## config.mk

```make
export PLATFORM = sky130hd
export DESIGN_NAME = sevt_attn_ctrl
export DESIGN_NICKNAME = d
export VERILOG_FILES = /design/src/rtl/sevt_pkg.sv /design/src/rtl/sevt_conv_timer.sv /design/src/rtl/sevt_result_flags.sv /design/src/rtl/sevt_attn_arb.sv /design/src/rtl/sevt_attn_ctrl.sv
export SDC_FILE = /design/constraint.sdc
export NUM_CORES = 1
export LEC_CHECK = 0
export CORE_UTILIZATION = 50
export CTS_CLUSTER_SIZE = 40
export DETAILED_ROUTE_END_ITERATION = 8
export DONT_BUFFER_PORTS = 1
export GPL_TIMING_DRIVEN = 0
export PLACE_DENSITY = 0.73
export SYNTH_ARGS = -nofsm -noshare
export SYNTH_HDL_FRONTEND = slang
export SYNTH_SLANG_ARGS = --single-unit
export TNS_END_PERCENT = 5
```

## constraint.sdc

```tcl
create_clock -name clk -period 7.8 [get_ports clk]
set_input_delay 0.78 -clock clk [delete_from_list [all_inputs] [get_ports clk]]
set_output_delay 0.78 -clock clk [all_outputs]
set_load 0.03 [all_outputs]
```

## src/rtl/sevt_pkg.sv

```systemverilog
package sevt_pkg;
   localparam int RES_W      = 10;
   localparam int REG_W      = 16;
   localparam int STAT_W     = 8;
   localparam int CTL_W      = 8;
   localparam int BER_BIT    = 7;
   localparam int OVR_BIT    = 4;
   localparam int EVT_BIT    = 0;
   localparam int LOCK_BITS  = 14;
   localparam int MAX_PERIOD = 1456;
   localparam int CNT_W      = $clog2(MAX_PERIOD + 1);

   typedef struct packed {
      logic       lp;
      logic [1:0] rate;
      logic       aen;
      logic       run;
   } ctl_t;

   localparam int CTL_USED = $bits(ctl_t);

   // interval length in ticks for a power mode and rate code
   function automatic int unsigned period_ms(input logic lp, input logic [1:0] rate);
      int unsigned base;
      case (rate)
         2'd0:    base = lp ? 91  : 14;
         2'd1:    base = lp ? 364 : 91;
         2'd2:    base = lp ? 728 : 182;
         default: base = lp ? 1456 : 364;
      endcase
      return base;
   endfunction
endpackage

```

## src/rtl/sevt_conv_timer.sv

```systemverilog
module sevt_conv_timer
   import sevt_pkg::*;
#(
   parameter int CW = CNT_W
) (
   input  logic       clk,
   input  logic       rst_n,
   input  logic       ms_tick,
   input  logic       run,
   input  logic       lp,
   input  logic [1:0] rate,
   output logic       conv_start
);
   if (MAX_PERIOD >= (1 << CW)) begin : g_bad_width
      $error("sevt_conv_timer: counter too narrow for longest interval");
   end

   logic [2:0]    mode_q;
   logic [CW-1:0] cnt_q;
   logic [CW-1:0] period;
   logic          mode_chg;

   assign period   = CW'(period_ms(lp, rate));
   assign mode_chg = ({lp, rate} != mode_q);

   always_ff @(posedge clk or negedge rst_n) begin
      if (!rst_n) begin
         mode_q     <= 3'b010;
         cnt_q      <= '0;
         conv_start <= 1'b0;
      end else begin
         mode_q     <= {lp, rate};
         conv_start <= 1'b0;
         if (!run || mode_chg) begin
            cnt_q <= '0;
         end else if (ms_tick) begin
            if (cnt_q == period - 1'b1) begin
               cnt_q      <= '0;
               conv_start <= 1'b1;
            end else begin
               cnt_q <= cnt_q + 1'b1;
            end
         end
      end
   end
endmodule

```

## src/rtl/sevt_result_flags.sv

```systemverilog
module sevt_result_flags #(
   parameter int RW = 10,
   parameter int GW = 16
) (
   input  logic          clk,
   input  logic          rst_n,
   input  logic          res_valid,
   input  logic [RW-1:0] res_data,
   input  logic          rd_result,
   input  logic          rd_status,
   input  logic          bus_err,
   output logic [GW-1:0] result_q,
   output logic          evt_q,
   output logic          ovr_q,
   output logic          ber_q
);
   if (GW < RW) begin : g_bad_width
      $error("sevt_result_flags: register narrower than result");
   end

   logic [RW-1:0] val_q;

   always_ff @(posedge clk or negedge rst_n) begin
      if (!rst_n) begin
         val_q <= '0;
         evt_q <= 1'b0;
         ovr_q <= 1'b0;
         ber_q <= 1'b0;
      end else begin
         if (res_valid) begin
            val_q <= res_data;
            evt_q <= 1'b1;
         end else if (rd_result) begin
            evt_q <= 1'b0;
         end

         if (res_valid && evt_q && !rd_result) begin
            ovr_q <= 1'b1;
         end else if (rd_result) begin
            ovr_q <= 1'b0;
         end

         if (bus_err) begin
            ber_q <= 1'b1;
         end else if (rd_status) begin
            ber_q <= 1'b0;
         end
      end
   end

   // left alignment: the value occupies the top bits, padding is zero
   if (GW > RW) begin : g_pad
      assign result_q = {val_q, {(GW-RW){1'b0}}};
   end else begin : g_exact
      assign result_q = val_q;
   end
endmodule

```

## src/rtl/sevt_attn_arb.sv

```systemverilog
module sevt_attn_arb #(
   parameter int NBITS = 14
) (
   input  logic clk,
   input  logic rst_n,
   input  logic fn_event,
   input  logic bus_err,
   input  logic bus_reset,
   input  logic bus_idle,
   input  logic data_bit,
   input  logic attn_seen,
   input  logic rd_status,
   output logic attn_req
);
   localparam int LCW = $clog2(NBITS + 1);

   if (NBITS < 1) begin : g_bad_count
      $error("sevt_attn_arb: bit count after reset must be positive");
   end

   logic [LCW-1:0] bit_cnt_q;
   logic           blocked;
   logic           go;
   logic           fire;
   logic           fn_pend_q;
   logic           ber_pend_q;
   logic           lock_q;

   assign blocked = (bit_cnt_q < LCW'(NBITS));
   assign go      = bus_idle && !blocked && !bus_reset;
   assign fire    = go && ((fn_pend_q && !lock_q) || ber_pend_q);

   always_ff @(posedge clk or negedge rst_n) begin
      if (!rst_n) begin
         bit_cnt_q  <= '0;
         fn_pend_q  <= 1'b0;
         ber_pend_q <= 1'b0;
         lock_q     <= 1'b0;
         attn_req   <= 1'b0;
      end else begin
         attn_req <= fire;

         if (bus_reset) begin
            bit_cnt_q <= '0;
         end else if (data_bit && blocked) begin
            bit_cnt_q <= bit_cnt_q + 1'b1;
         end

         // a function request is consumed at the first usable idle:
         // sent when unlocked, discarded when locked
         if (fn_event) begin
            fn_pend_q <= 1'b1;
         end else if (go) begin
            fn_pend_q <= 1'b0;
         end

         if (bus_err) begin
            ber_pend_q <= 1'b1;
         end else if (bus_reset || fire) begin
            ber_pend_q <= 1'b0;
         end

         if (bus_reset || rd_status) begin
            lock_q <= 1'b0;
         end else if (attn_seen || fire) begin
            lock_q <= 1'b1;
         end
      end
   end
endmodule

```

## src/rtl/sevt_attn_ctrl.sv

```systemverilog
module sevt_attn_ctrl
   import sevt_pkg::*;
#(
   parameter int RES_BITS = RES_W,
   parameter int REG_BITS = REG_W,
   parameter int RST_BITS = LOCK_BITS
) (
   input  logic                clk,
   input  logic                rst_n,
   input  logic                ms_tick,
   input  logic                ctl_we,
   input  logic [CTL_W-1:0]    ctl_wdata,
   output logic [CTL_W-1:0]    ctl_q,
   output logic                conv_start,
   input  logic                res_valid,
   input  logic [RES_BITS-1:0] res_data,
   input  logic                rd_result,
   input  logic                rd_status,
   output logic [REG_BITS-1:0] result_q,
   output logic [STAT_W-1:0]   status_q,
   input  logic                bus_idle,
   input  logic                bus_reset,
   input  logic                data_bit,
   input  logic                attn_seen,
   input  logic                bus_err,
   output logic                attn_req
);
   if (CTL_W < CTL_USED) begin : g_bad_ctl
      $error("sevt_attn_ctrl: control width too small for its fields");
   end

   ctl_t ctl_r;
   logic evt_q, ovr_q, ber_q;
   logic fn_event;

   always_ff @(posedge clk or negedge rst_n) begin
      if (!rst_n) begin
         ctl_r <= '{lp: 1'b0, rate: 2'b10, aen: 1'b0, run: 1'b0};
      end else if (ctl_we) begin
         ctl_r <= ctl_t'(ctl_wdata[CTL_USED-1:0]);
      end
   end

   assign ctl_q    = {{(CTL_W-CTL_USED){1'b0}}, ctl_r};
   assign fn_event = res_valid && ctl_r.run && ctl_r.aen;

   always_comb begin
      status_q          = '0;
      status_q[BER_BIT] = ber_q;
      status_q[OVR_BIT] = ovr_q;
      status_q[EVT_BIT] = evt_q;
   end

   sevt_conv_timer #(.CW(CNT_W)) u_timer (
      .clk        (clk),
      .rst_n      (rst_n),
      .ms_tick    (ms_tick),
      .run        (ctl_r.run),
      .lp         (ctl_r.lp),
      .rate       (ctl_r.rate),
      .conv_start (conv_start)
   );

   sevt_result_flags #(.RW(RES_BITS), .GW(REG_BITS)) u_flags (
      .clk       (clk),
      .rst_n     (rst_n),
      .res_valid (res_valid),
      .res_data  (res_data),
      .rd_result (rd_result),
      .rd_status (rd_status),
      .bus_err   (bus_err),
      .result_q  (result_q),
      .evt_q     (evt_q),
      .ovr_q     (ovr_q),
      .ber_q     (ber_q)
   );

   sevt_attn_arb #(.NBITS(RST_BITS)) u_arb (
      .clk       (clk),
      .rst_n     (rst_n),
      .fn_event  (fn_event),
      .bus_err   (bus_err),
      .bus_reset (bus_reset),
      .bus_idle  (bus_idle),
      .data_bit  (data_bit),
      .attn_seen (attn_seen),
      .rd_status (rd_status),
      .attn_req  (attn_req)
   );
endmodule

```

# After elaboration in Yosys (flattened, before gate mapping)
# Cells that the tools add are included.
# totals
latchBits	0
input_bits	30
mem_count	0
out_inout_bits	34
rom_bits	0
ramBits	0
wordCells	76
ff_bits	41
# classes
shift	0
mux	24
bitwise_logic	0
reduce_logical	28
order_cmp	1
add_sub_neg	3
n_eq_ne	4
n_mul	0
div	0
# ops
cell	n
$mux 11	4
$pmux 11 s3	1
$reduce_bool 2->1	8
$mux 1	14
$add 11x1->11 const B	1
$eq 11x11->1	1
$sub 11x1->11 const B	1
$mux 10	1
$logic_and 1x1->1	9
$mux 9	1
$mux 4	2
$mux 7	1
$logic_not 1->1	5
$logic_or 1x1->1	5
$add 4x1->4 const B	1
$lt 4x4->1 const B	1
$ne 3x3->1	1
$eq 2x1->1 const B	1
$eq 2x2->1 const B	1
$logic_not 2->1	1

# Longest topological paths before layout
# depth
depth_word	8
mapped_depth	11
depth_no_buf	8

# Modules after synthesis
# From an unflattened synthesis, not the netlist that was laid out.
# unflattened
cells_unflattened	209
hier_area_um2	2282.2
# by_module_without_submodules
mod	area_each_um2	n_inst	seq_area_each_um2	cells_per_inst
sevt_conv_timer	1069.8	1	376.6	114
sevt_result_flags	560.5	1	325.3	37
sevt_attn_arb	376.6	1	200.2	35
sevt_attn_ctrl	275.3	1	126.4	23

# Worst setup path before layout
# Ideal clock, no wire load.
# synth_path
kind	reg-to-reg
start	reg ctl_r (netlist bit ctl_q[3])
end	reg u_timer.cnt_q[0]
t_arrival_ns	2.481
setup_ns	0.136
stages_incl_launch_ff	12
synth_period_minus_slack_ns	2.617
required_ns	7.664
path_buffers	3
path_slack_ns	5.183
path_cell_list	dfstp_2 -> clkbuf_1 -> nand2_1 -> nand2_1 -> ha_1 -> xor2_1 -> o2111ai_1 -> or4_1 -> buf_6 -> buf_6 -> nand3b_1 -> a21oi_1
# synth_between
elab_chain_cells	7
word_cells_on_any_way	12
cone_classes	add/sub: 1; eq/ne: 4; mux: 4; reduce/logical: 3
# synth_rtl
element	line	source
start: declaration	sevt_attn_ctrl.sv:32	ctl_t ctl_r;
start signal: assignment	sevt_attn_ctrl.sv:38	ctl_r <= '{lp: 1'b0, rate: 2'b10, aen: 1'b0, run: 1'b0};
start signal: assignment	sevt_attn_ctrl.sv:40	ctl_r <= ctl_t'(ctl_wdata[CTL_USED-1:0]);
$eq 2x2->1, or another cell as far along	sevt_pkg.sv:25	case (rate)
$pmux 11 s3	sevt_pkg.sv:25	
$sub 11x1->11	sevt_conv_timer.sv:37	if (cnt_q == period - 1'b1) begin
$eq 11x11->1	sevt_conv_timer.sv:37	
$mux 11	sevt_conv_timer.sv:37	
$mux 11	sevt_conv_timer.sv:36	end else if (ms_tick) begin
$mux 11	sevt_conv_timer.sv:34	if (!run || mode_chg) begin
end signal: assignment	sevt_conv_timer.sv:41	cnt_q <= cnt_q + 1'b1;
end: declaration	sevt_conv_timer.sv:19	logic [CW-1:0] cnt_q;
# Parallel ways exist; a longest one is shown, timed or not. The select of a mux whose other input is x is not followed.
# A chain may end at the register's enable or synchronous reset.

# Worst setup path after layout
# Same ends and word-level chain as after synthesis.

==> results_dict.tcl <==
set metrics [dict create \
    critPathTopFamily "simple AND/OR/NAND/NOR gates" \
    grt_pass1_vias 1590 \
    cts-root-buf "clkbuf_8" \
    max_freq_mhz 337 \
    synth-xor-area-share 0.0384 \
    rr_worst_depth 11 \
    place_ws_ns 4.86 \
    syn_inst 237 \
    port_buffers 0 \
    skew_ns 0.00377 \
    dieHeight_microns 69.6 \
    power-per-cell-area_nw_per_um2 191 \
    ys_seq_elements 41 \
    crit_fanout 10 \
    endpoint "u_timer.cnt_q[0]$_DFFE_PN0P_" \
    drt_pass1_iterations 4 \
    cts_tree "yes" \
    grt_first_pass_wirelength_microns 7290 \
    cts_htree_levels 2 \
    layout-area-overhead-vs-synth_pct 9.54 \
    grt-busiest-layer "met2" \
    place_congestion 0.803 \
    hold_ws_ns 0.178 \
    cts_hold_buf 0 \
    avgRoutedWirePerCell_microns 13.8 \
    vias_per_cell 5.53 \
    drc 0 \
    cpPeakStageDelay_ns 0.72 \
    reg2reg_slack_ns 4.83 \
    grt_use_met2 0.315 \
    cp.depth 11 \
    synthFlopType "dfrtp_1" \
    top_level_ports 64 \
    num_vias 1710 \
    period_share 0.380 \
    clk_transition_reported_paths_ns 0.08 \
    die_area_sq_um 4840 \
    crit_path_start_kind "flip-flop" \
    clock-sinks 41 \
    synth_area_sq_um 2280 \
    final_cell_mix "39 x dfrtp_1, 21 x nand2_1, 19 x buf_4" \
    async_reset_ff_frac 1.00 \
    diodes 0 \
    synth-adder-area-share 0.0164 \
    maxCapViolations 0 \
    antenna_found_initial 0 \
    end_kind "flip-flop" \
    start_util 0.521 \
    postRouteAntennaNets 0 \
    path_cells "clkbuf_1 > nand2_1 > nand2_1 > ha_1 > xor2_1 > o2111ai_1 > or4_1 > buf_6 > buf_6 > nand3b_1 > a21oi_1" \
    peakVddDrop_v 0.0000905 \
    clk_latency_ns 0.29 \
    fin_ws_ns 4.83 \
    yosys.area.top_type "dfrtp_1" \
    grt_util_all_layers 0.189 \
    numCtsBuffers 5 \
    cp.required_ns 7.96 \
    hold_violations 0 \
    rsz0062_at_grt "false" \
    layout-drive-gt1-share 0.202 \
    synth_top_family_by_area "simple AND/OR/NAND/NOR gates" \
    crit_arrival_ns 3.12 \
    met1_usage 0.239 \
    cts_setup_buffers 0 \
    finalSetupViolations 0 \
    ctsResizeCount 0 \
    slowest_stage "dfstp_2" \
    synth_top_area_share 0.428 \
    wl_microns 4260 \
    synth.mux.area_fraction 0.0641 \
    synth_simple_gate_area_frac 0.200 \
    synth_edf_count 0 \
    grt_overflow 0 \
    avgSynthCellArea_sq_um 9.63 \
    critical_path_class "reg -> reg" \
    dieWidth_microns 69.6 \
    ys_types 47 \
    clock_path_buffers 2 \
    r2r-start "ctl_q[3]$_DFFE_PN1P_" \
    cp.buffers_inverters 3 \
    r2r-end "u_timer.cnt_q[0]$_DFFE_PN0P_" \
    dp_hpwl_microns 3030 \
    drt-initial-drc-count 109 \
    yosysSeqAreaShare 0.451 \
    fin_setup_tns_ns 0 \
    power_leakage_nw 1.06 \
    mostFrequentLayoutCell "dfrtp_1" \
    maxSlewViolCount 0 \
    yosys_warnings 0 \
    synth_compound_area_frac 0.112 \
    outcome "complete, no violations" \
    final_nets 290 \
    power_mw 0.479 \
    grt_max_degree 42 \
    startpoint "ctl_q[3]$_DFFE_PN1P_" \
    synth_area_leaders "dfrtp_1 43%, mux2_2 6.4%, buf_4 6.3%" \
    rows 24 \
    nFillCells 391 \
    fin_crit_ns 2.97 \
    min_path_type "in -> async" \
    fp.coreArea_sq_um 4380 \
    grt_use_met3 0.0509 \
]
per-layer routing:
metal / wire, microns / share of wire
met5: 0 / 0
met4: 44 / 0.010
met3: 272 / 0.064
met2: 2090 / 0.49
met1: 1860 / 0.44
flip-flops by register name, summed over array words and instances (netlist names):
register and cells:
u_timer.cnt_q 11, u_arb.fn_pend_q 1, u_flags.val_q 10, u_timer.mode_q 3, u_flags.evt_q 1, u_arb.attn_req 1
ctl_q 5, u_flags.ber_q 1, u_flags.ovr_q 1, u_arb.ber_pend_q 1, u_arb.bit_cnt_q 4, u_timer.conv_start 1
u_arb.lock_q 1
cell families after synthesis:
logic type	count (synthesis)
AO/OA/AOI/OAI	39
XOR/XNOR	10
adder cells (fa/ha/maj)	3
buffers and inverters	45
flip-flops	41
multiplexers	13
other	1
AND/OR/NAND/NOR	85
how the worst min path moves through the flow:
stage | to | slack [ns] | depth (start not counted)
after floorplan | u_flags.ber_q$_DFFE_PN0P_ | 0.45 | 1
after global placement | u_flags.ber_q$_DFFE_PN0P_ | 0.47 | 1
after detailed placement | u_flags.ber_q$_DFFE_PN0P_ | 0.47 | 1
after CTS | u_timer.cnt_q[8]$_DFFE_PN0P_ | 0.17 | 0
after global routing | u_timer.cnt_q[9]$_DFFE_PN0P_ | 0.16 | 0
final | u_timer.cnt_q[9]$_DFFE_PN0P_ | 0.18 | 0
area by class of cell:
class	instances	area (sq um)	share of cell area
multi-input combinational	164	1040	0.414
sequential	41	1030	0.411
buffer	36	233	0.0931
clock buffer	5	68.8	0.0275
tap	52	65.1	0.0260
clock inverter	2	35.0	0.0140
inverter	9	33.8	0.0135
synth_stat cells, drive strengths merged, types with 2 or more instances:
| master | instances |
|---|---|
| nand3 | 17 |
| nand4b | 3 |
| a21oi | 10 |
| nor2 | 11 |
| dfrtp | 39 |
| a211oi | 3 |
| clkbuf | 11 |
| inv | 9 |
| mux2 | 13 |
| ha | 3 |
| xor2 | 6 |
| or3 | 4 |
| dfstp | 2 |
| xnor2 | 4 |
| nand2b | 2 |
| nand4 | 3 |
| nand3b | 7 |
| a31oi | 9 |
| a21o | 2 |
| nand2 | 21 |
| o21ai | 5 |
| nor2b | 5 |
| nor3 | 7 |
| buf | 25 |
per-stage QoR:
stage,instance area [sq um],cells,util
finish,2500,309,0.570
floorplan,2330,250,-
detailed placement,2400,302,0.547
global placement,2400,302,0.547
CTS,2500,309,0.570
global route,2500,309,0.570
report_power, final:
group	leakage (nW)	switching (mW)	internal [mW]
registers	0.513	0.0246	0.225
clock network	0.0540	0.0692	0.0930
logic	0.497	0.0374	0.0291
No activity file was read; power rests on OpenSTA's default activity.
